--- src/rtl/avfs_pkg.sv ---
package avfs_pkg;

  // Registered one-cycle step requests from the control loops to the code registers.
  typedef struct packed {
    logic voltUp;
    logic voltDown;
    logic freqUp;
    logic freqDown;
  } stepStrobes_t;

endpackage

--- src/rtl/avfs_sat_step.sv ---
module avfs_sat_step #(
  parameter int W         = 8,
  parameter int RESET_VAL = 0
) (
  input  logic         clk,
  input  logic         rstN,
  input  logic         incEn,
  input  logic         decEn,
  input  logic [W-1:0] lowBound,
  input  logic [W-1:0] highBound,
  output logic [W-1:0] value,
  output logic [W-1:0] nextVal
);

  localparam logic [W-1:0] RST_C = W'(RESET_VAL);

  always_comb begin
    nextVal = value;
    if (incEn && (value < highBound)) begin
      nextVal = value + 1'b1;
    end else if (decEn && (value > lowBound)) begin
      nextVal = value - 1'b1;
    end
  end

  always_ff @(posedge clk or negedge rstN) begin
    if (!rstN) begin
      value <= RST_C;
    end else begin
      value <= nextVal;
    end
  end

endmodule

--- src/rtl/avfs_loop_ctrl.sv ---
module avfs_loop_ctrl
  import avfs_pkg::*;
#(
  parameter int WIN_TICKS = 2048,
  parameter int LO_TH     = 4000,
  parameter int HI_TH     = 4200,
  parameter int FREQ_DIV  = 500
) (
  input  logic         clk,
  input  logic         rstN,
  input  logic         enable,
  input  logic         oscPulse,
  input  logic         refTick,
  input  logic         setupWarn,
  input  logic         logicAtMin,
  output stepStrobes_t strobes
);

  localparam int REF_W    = (WIN_TICKS > 1) ? $clog2(WIN_TICKS) : 1;
  localparam int OSC_SAT  = HI_TH + 1;
  localparam int OSC_W    = $clog2(OSC_SAT + 1);
  localparam int FDIV_W   = (FREQ_DIV > 1) ? $clog2(FREQ_DIV) : 1;

  localparam logic [REF_W-1:0]  REF_LAST = REF_W'(WIN_TICKS - 1);
  localparam logic [OSC_W-1:0]  OSC_TOP  = OSC_W'(OSC_SAT);
  localparam logic [OSC_W:0]    LO_C     = (OSC_W + 1)'(LO_TH);
  localparam logic [OSC_W:0]    HI_C     = (OSC_W + 1)'(HI_TH);
  localparam logic [FDIV_W-1:0] FDIV_LAST = FDIV_W'(FREQ_DIV - 1);

  // ---------------- slow loop: oscillator measurement window ----------------
  logic [REF_W-1:0] refCnt;
  logic [OSC_W-1:0] oscCnt;
  logic [OSC_W:0]   oscSum;
  logic             winEnd;
  logic             voltUpReq;
  logic             voltDnReq;
  logic             lowersLogic;

  assign winEnd      = enable && refTick && (refCnt == REF_LAST);
  assign oscSum      = {1'b0, oscCnt} + {{OSC_W{1'b0}}, oscPulse};
  assign voltUpReq   = winEnd && (oscSum < LO_C);
  assign voltDnReq   = winEnd && (oscSum > HI_C);
  assign lowersLogic = voltDnReq && !logicAtMin;

  always_ff @(posedge clk or negedge rstN) begin
    if (!rstN) begin
      refCnt <= '0;
      oscCnt <= '0;
    end else if (!enable || winEnd) begin
      refCnt <= '0;
      oscCnt <= '0;
    end else begin
      if (refTick) begin
        refCnt <= refCnt + 1'b1;
      end
      if (oscPulse && (oscCnt != OSC_TOP)) begin
        oscCnt <= oscCnt + 1'b1;
      end
    end
  end

  // ---------------- fast loop: decision prescaler and warning flags ----------------
  logic [FDIV_W-1:0] freqCnt;
  logic              freqTick;
  logic              upPending;
  logic              downPending;
  logic              holdOff;
  logic              upLive;
  logic              dnLive;

  assign freqTick = enable && (freqCnt == FDIV_LAST);
  assign dnLive   = downPending || (setupWarn && !upPending);
  assign upLive   = upPending && !setupWarn && !holdOff && !dnLive;

  always_ff @(posedge clk or negedge rstN) begin
    if (!rstN) begin
      freqCnt <= '0;
    end else if (!enable || freqTick) begin
      freqCnt <= '0;
    end else begin
      freqCnt <= freqCnt + 1'b1;
    end
  end

  always_ff @(posedge clk or negedge rstN) begin
    if (!rstN) begin
      upPending   <= 1'b1;
      downPending <= 1'b0;
      holdOff     <= 1'b0;
    end else if (!enable) begin
      upPending   <= 1'b1;
      downPending <= 1'b0;
      holdOff     <= 1'b0;
    end else if (freqTick) begin
      upPending   <= 1'b1;
      downPending <= 1'b0;
      holdOff     <= lowersLogic;
    end else begin
      if (setupWarn) begin
        if (upPending) begin
          upPending <= 1'b0;
        end else begin
          downPending <= 1'b1;
        end
      end
      if (lowersLogic) begin
        holdOff <= 1'b1;
      end
    end
  end

  // ---------------- registered strobes toward the code registers ----------------
  always_ff @(posedge clk or negedge rstN) begin
    if (!rstN) begin
      strobes <= '0;
    end else begin
      strobes.voltUp   <= voltUpReq;
      strobes.voltDown <= voltDnReq;
      strobes.freqUp   <= freqTick && upLive;
      strobes.freqDown <= freqTick && dnLive;
    end
  end

endmodule

--- src/rtl/avfs_code_path.sv ---
module avfs_code_path
  import avfs_pkg::*;
#(
  parameter int CODE_W   = 8,
  parameter int LOG_MIN  = 40,
  parameter int LOG_MAX  = 120,
  parameter int CLK_MIN  = 60,
  parameter int CLK_MAX  = 160,
  parameter int MULT_W   = 6,
  parameter int MULT_MIN = 4,
  parameter int MULT_MAX = 40
) (
  input  logic              clk,
  input  logic              rstN,
  input  stepStrobes_t      strobes,
  output logic              logicAtMin,
  output logic [CODE_W-1:0] logicCode,
  output logic [CODE_W-1:0] clockCode,
  output logic [MULT_W-1:0] pllMult
);

  localparam logic [CODE_W-1:0] LOG_MIN_C  = CODE_W'(LOG_MIN);
  localparam logic [CODE_W-1:0] LOG_MAX_C  = CODE_W'(LOG_MAX);
  localparam logic [CODE_W-1:0] CLK_MIN_C  = CODE_W'(CLK_MIN);
  localparam logic [CODE_W-1:0] CLK_MAX_C  = CODE_W'(CLK_MAX);
  localparam logic [MULT_W-1:0] MULT_MIN_C = MULT_W'(MULT_MIN);
  localparam logic [MULT_W-1:0] MULT_MAX_C = MULT_W'(MULT_MAX);

  logic [CODE_W-1:0] logicNext;
  logic [CODE_W-1:0] clockNext;
  logic [CODE_W-1:0] clockFloor;
  logic [CODE_W-1:0] logicAbove;
  logic [MULT_W-1:0] multNext;

  assign logicAtMin = (logicCode == LOG_MIN_C);
  assign logicAbove = logicNext + 1'b1;
  assign clockFloor = (logicAbove > CLK_MIN_C) ? logicAbove : CLK_MIN_C;

  avfs_sat_step #(.W(CODE_W), .RESET_VAL(LOG_MAX)) u_logicRail (
    .clk      (clk),
    .rstN     (rstN),
    .incEn    (strobes.voltUp),
    .decEn    (strobes.voltDown),
    .lowBound (LOG_MIN_C),
    .highBound(LOG_MAX_C),
    .value    (logicCode),
    .nextVal  (logicNext)
  );

  avfs_sat_step #(.W(CODE_W), .RESET_VAL(CLK_MAX)) u_clockRail (
    .clk      (clk),
    .rstN     (rstN),
    .incEn    (strobes.voltUp),
    .decEn    (strobes.voltDown),
    .lowBound (clockFloor),
    .highBound(CLK_MAX_C),
    .value    (clockCode),
    .nextVal  (clockNext)
  );

  avfs_sat_step #(.W(MULT_W), .RESET_VAL(MULT_MIN)) u_pllMult (
    .clk      (clk),
    .rstN     (rstN),
    .incEn    (strobes.freqUp),
    .decEn    (strobes.freqDown),
    .lowBound (MULT_MIN_C),
    .highBound(MULT_MAX_C),
    .value    (pllMult),
    .nextVal  (multNext)
  );

  logic unusedNext;
  assign unusedNext = ^{clockNext, multNext};

endmodule

--- src/rtl/avfs_ctrl.sv ---
module avfs_ctrl
  import avfs_pkg::*;
#(
  parameter int WIN_TICKS = 2048,
  parameter int LO_TH     = 4000,
  parameter int HI_TH     = 4200,
  parameter int FREQ_DIV  = 500,
  parameter int CODE_W    = 8,
  parameter int LOG_MIN   = 40,
  parameter int LOG_MAX   = 120,
  parameter int CLK_MIN   = 60,
  parameter int CLK_MAX   = 160,
  parameter int MULT_W    = 6,
  parameter int MULT_MIN  = 4,
  parameter int MULT_MAX  = 40
) (
  input  logic              clk,
  input  logic              rstN,
  input  logic              enable,
  input  logic              oscPulse,
  input  logic              refTick,
  input  logic              setupWarn,
  output logic [CODE_W-1:0] logicCode,
  output logic [CODE_W-1:0] clockCode,
  output logic [MULT_W-1:0] pllMult
);

  stepStrobes_t strobes;
  logic         logicAtMin;

  avfs_loop_ctrl #(
    .WIN_TICKS(WIN_TICKS),
    .LO_TH    (LO_TH),
    .HI_TH    (HI_TH),
    .FREQ_DIV (FREQ_DIV)
  ) u_ctrl (
    .clk       (clk),
    .rstN      (rstN),
    .enable    (enable),
    .oscPulse  (oscPulse),
    .refTick   (refTick),
    .setupWarn (setupWarn),
    .logicAtMin(logicAtMin),
    .strobes   (strobes)
  );

  avfs_code_path #(
    .CODE_W  (CODE_W),
    .LOG_MIN (LOG_MIN),
    .LOG_MAX (LOG_MAX),
    .CLK_MIN (CLK_MIN),
    .CLK_MAX (CLK_MAX),
    .MULT_W  (MULT_W),
    .MULT_MIN(MULT_MIN),
    .MULT_MAX(MULT_MAX)
  ) u_path (
    .clk       (clk),
    .rstN      (rstN),
    .strobes   (strobes),
    .logicAtMin(logicAtMin),
    .logicCode (logicCode),
    .clockCode (clockCode),
    .pllMult   (pllMult)
  );

endmodule

--- config.mk ---
export PLATFORM = sky130hd
export DESIGN_NAME = avfs_ctrl
export DESIGN_NICKNAME = d
export VERILOG_FILES = /design/src/rtl/avfs_pkg.sv /design/src/rtl/avfs_sat_step.sv /design/src/rtl/avfs_loop_ctrl.sv /design/src/rtl/avfs_code_path.sv /design/src/rtl/avfs_ctrl.sv
export SDC_FILE = /design/constraint.sdc
export NUM_CORES = 1
export LEC_CHECK = 0
export ABC_AREA = 1
export ABC_CLOCK_PERIOD_IN_PS = 4200
export CAP_MARGIN = 15
export CORE_MARGIN = 1.5
export CORE_UTILIZATION = 51
export CTS_CLUSTER_DIAMETER = 30
export DETAILED_ROUTE_END_ITERATION = 6
export PLACE_DENSITY = 0.67
export SLEW_MARGIN = 10
export SYNTH_ARGS = -nofsm -noshare
export SYNTH_HDL_FRONTEND = slang
export SYNTH_SLANG_ARGS = --single-unit
--- constraint.sdc ---
create_clock -name clk -period 4.2 [get_ports clk]
set_clock_uncertainty 0.05 [all_clocks]
set_input_delay 0.63 -clock clk [delete_from_list [all_inputs] [get_ports clk]]
set_output_delay 0.63 -clock clk [all_outputs]
set_load 0.03 [all_outputs]
==> impl_results.md <==
- Status: finished clean
- Syn avg cell area: 7.37 um2
- First-pass GRT wire length: 15.7 mm
- Post-Synth Simple-Gate Area: between 30 and 40%
- Final setup TNS: 0 ns
- Crit-path most repeated cell: nand2_1
- R2R depth: 29
- Diode count: 0
- RSZ-0062 raised after global routing: no
- Design Area, Final: 5040 um2
- Worst endpoint required time: between 4 and 5 ns
- CTS tree: done
- Clock transition at the registers of the reported paths: 0.08 ns
- Most common cell after layout, fill and taps aside: nand2_1
- Max-Cap Viols: 0
- Post-synth ARST share: 100%
- Static leakage: 2.42 nW
- Vias: slightly below 4k
- GRT Residual Overflow: 0
- Critical Path AT: 3.90 ns
- Synth warn: 0
- Setup crit start kind: flip-flop
- H-tree depth: 3
- Min Hold Slack: 0.236 ns
- CTS Sinks: 62
- Max Freq: 0.269 GHz
- Drt pass-1 iters: 4
- Final core occ: 60.4%
- Number of synthesized flops with an enable pin: 0
- Worst-Skew Late Latency: 0.35 ns
- Crit path kind: flip-flop to flip-flop
- Minimum clock period: 3.72 ns
- Routed wire length: 9.44 mm
- Die span in x: 96.3 um
- DRT iter0 DRCs: 123
- Initial antenna violation count: 0
- # rows: 33
- DP HPWL: 7.07 mm
- Top area cells in the synthesized netlist: dfrtp_1, nand2_1, ha_1
- Top Family by Delay on Critical Path: simple AND/OR/NAND/NOR gates
- Nets@finish: 676
- Synth area leader: dfrtp_1
- Worst path max stage delay: 0.45 ns
- Post-route ant nets: 0
- Root Driver: clkbuf_8
- Layout cell share with drive strength beyond 1: roughly an eighth
- Main combinational cell family by area after synthesis: simple AND/OR/NAND/NOR gates
- Max Transition Viols Final: 0
- Number of global-route vias before repair: 3,545
- Cts bufs inserted: 9
- Largest net degree at the start of global routing: 36
- Relative max-transition margin: 57.5%
- Most frequent cells in the layout: nand2_1, inv_1, nor2_1, dfrtp_1, nand3_1
- Share of the yosys chip area belonging to registers: 35.2%
- PD cells: around 240 nW/um2
- GPL Wtd Cong: 0.945
- Gr usage total: around 22%
- Final period utilization: 88.6%
- Critical Path Slowest Stage Cell: dfrtp_1
- Die area: 9270 um2
- DRC Markers: 0
- Die height: 96.3 um
- Post-synthesis mux area share: 0.254%
- Flops & latches, synth: slightly above 60
- Dpl cell area: 4810 um2
- Vias per cell: between 5 and 6
- # setup viols final: 0
- Top cell type's share of synthesized area: 30.5%
- I/O pin count: 28
- Fin. Hold Viols: 0
- Hold Crit Class: input pin to async pin
- Synth cell types: 45
- Post-synthesis adder-cell area fraction: a little under 9%
- Net Count, Synth: 638
- Core Area: about 8300 um2
- CTS Buffer Depth: 2
- Worst vdd ir: 154 uV
- Least-Margin Pin Slew: 0.632 ns
- Cts hold-fix bufs: 0
- Endpoint class of the critical path: flip-flop
- Max FO, Critical Path: 7
- CP bufs+invs: 6
- Top_reg_cell synth: dfrtp_1
- Mapped Cells: between 600 and 700
- Area Overhead vs Synth: 13.6%
- Initial Utilization: 53.2%
- XOR/XNOR Fraction of Synth Area: 5.53%
- Critical path depth: 29
- WL/cell: 12.6 um
- Synth Area in Compound Gates: a little over 10%
- Port Buf Inserts: 27
- Mapped cell area: 4440 um2
==> per-layer routing <==
| layer | routed length [um] | part of all wire [%] | global-route usage [%] | vias to the layer above |
|---|---|---|---|---|
| met1 | 4610 | 49 | 28.8 | 1807 |
| met5 | 0 | 0 | 0 | - |
| met2 | 4430 | 47 | 37.0 | 48 |
| met3 | 253 | 2.7 | 3.87 | 14 |
| met4 | 142 | 1.5 | 8.46 | 0 |
| li1 | - | - | - | 2036 |
==> power breakdown <==
group | internal, mW | switching, mW | total (mW)
clock | 0.273 | 0.251 | 0.524
combinational | 0.0148 | 0.0331 | 0.0479
sequential | 0.605 | 0.00665 | 0.612
==> path summary, 6_finish.rpt <==
check                                                  from                     endpoint  slack (ns)
worst min-delay path                                   rstN    u_path.u_pllMult.value[1]        0.24
max in group asynchronous                              rstN  u_path.u_clockRail.value[7]        2.92
worst max register to register  u_path.u_logicRail.value[1]  u_path.u_clockRail.value[3]        0.48
worst max-delay path            u_path.u_logicRail.value[1]  u_path.u_clockRail.value[3]        0.48
worst min register to register           u_ctrl.downPending            u_ctrl.strobes[1]        0.39
min in group clk                         u_ctrl.downPending            u_ctrl.strobes[1]        0.39
==> cells in the mapped netlist (2+ instances only) <==
| cell | number |
|---|---|
| nor4_1 | 2 |
| nor2_1 | 64 |
| nand2_2 | 16 |
| o31ai_1 | 2 |
| clkinv_1 | 2 |
| a21oi_1 | 38 |
| fa_1 | 2 |
| dfstp_2 | 8 |
| nand3_4 | 2 |
| a211oi_1 | 2 |
| inv_2 | 9 |
| xor2_1 | 19 |
| o21a_1 | 2 |
| a31oi_1 | 2 |
| xnor2_1 | 9 |
| buf_4 | 3 |
| dfrtp_1 | 54 |
| ha_1 | 28 |
| nor2_4 | 2 |
| nand3_2 | 3 |
| nor3_1 | 22 |
| nor2_2 | 2 |
| nand4_1 | 9 |
| inv_1 | 68 |
| nand3_1 | 41 |
| nand2_4 | 2 |
| o21ai_0 | 23 |
| nand2_1 | 149 |
==> cell type report <==
| class | count | area, um2 |
|---|---|---|
| Inverter | 80 | 307 |
| Fill cell | 765 | 3300 |
| Clock buffer | 10 | 128 |
| Timing Repair Buffer | 32 | 303 |
| Sequential cell | 62 | 1560 |
| Multi-Input combinational cell | 454 | 2540 |
| Tap cell | 105 | 131 |
| Clock inverter | 6 | 61.3 |
| Timing Repair inverter | 1 | 7.51 |
==> sequential cells by signal, indices dropped and copies added, names as in the netlist <==
name / flops
u_ctrl.upPending: 1
u_ctrl.strobes: 4
u_path.u_pllMult.value: 6
u_ctrl.holdOff: 1
u_ctrl.refCnt: 11
u_path.u_logicRail.value: 8
u_path.u_clockRail.value: 8
u_ctrl.freqCnt: 9
u_ctrl.downPending: 1
u_ctrl.oscCnt: 13
==> through the flow <==
stage,instances,worst slack [ns],total power [mW]
floorplan,602,0.499,0.646
global placement,731,0.426,0.671
detailed placement,731,0.233,0.672
CTS,747,0.207,1.20
global route,750,0.0146,1.23
finish,750,0.480,1.18
==> timing repair <==
action                                  4_1_cts  5_1_grt
endpoints found under the setup margin        0        7
gates resized for setup                       0        6
setup buffers                                 0        2
==> cell families (layout without fill, tap and decap cells) <==
| group | Yosys count | count (layout) |
|---|---|---|
| mux | 1 | 1 |
| flops | 62 | 62 |
| compound gates | 77 | 77 |
| buf+inv | 86 | 129 |
| fa+ha+maj | 30 | 30 |
| xor+xnor | 28 | 28 |
| simple gates | 318 | 318 |
Note: power is estimated with default switching activity, not from simulation.
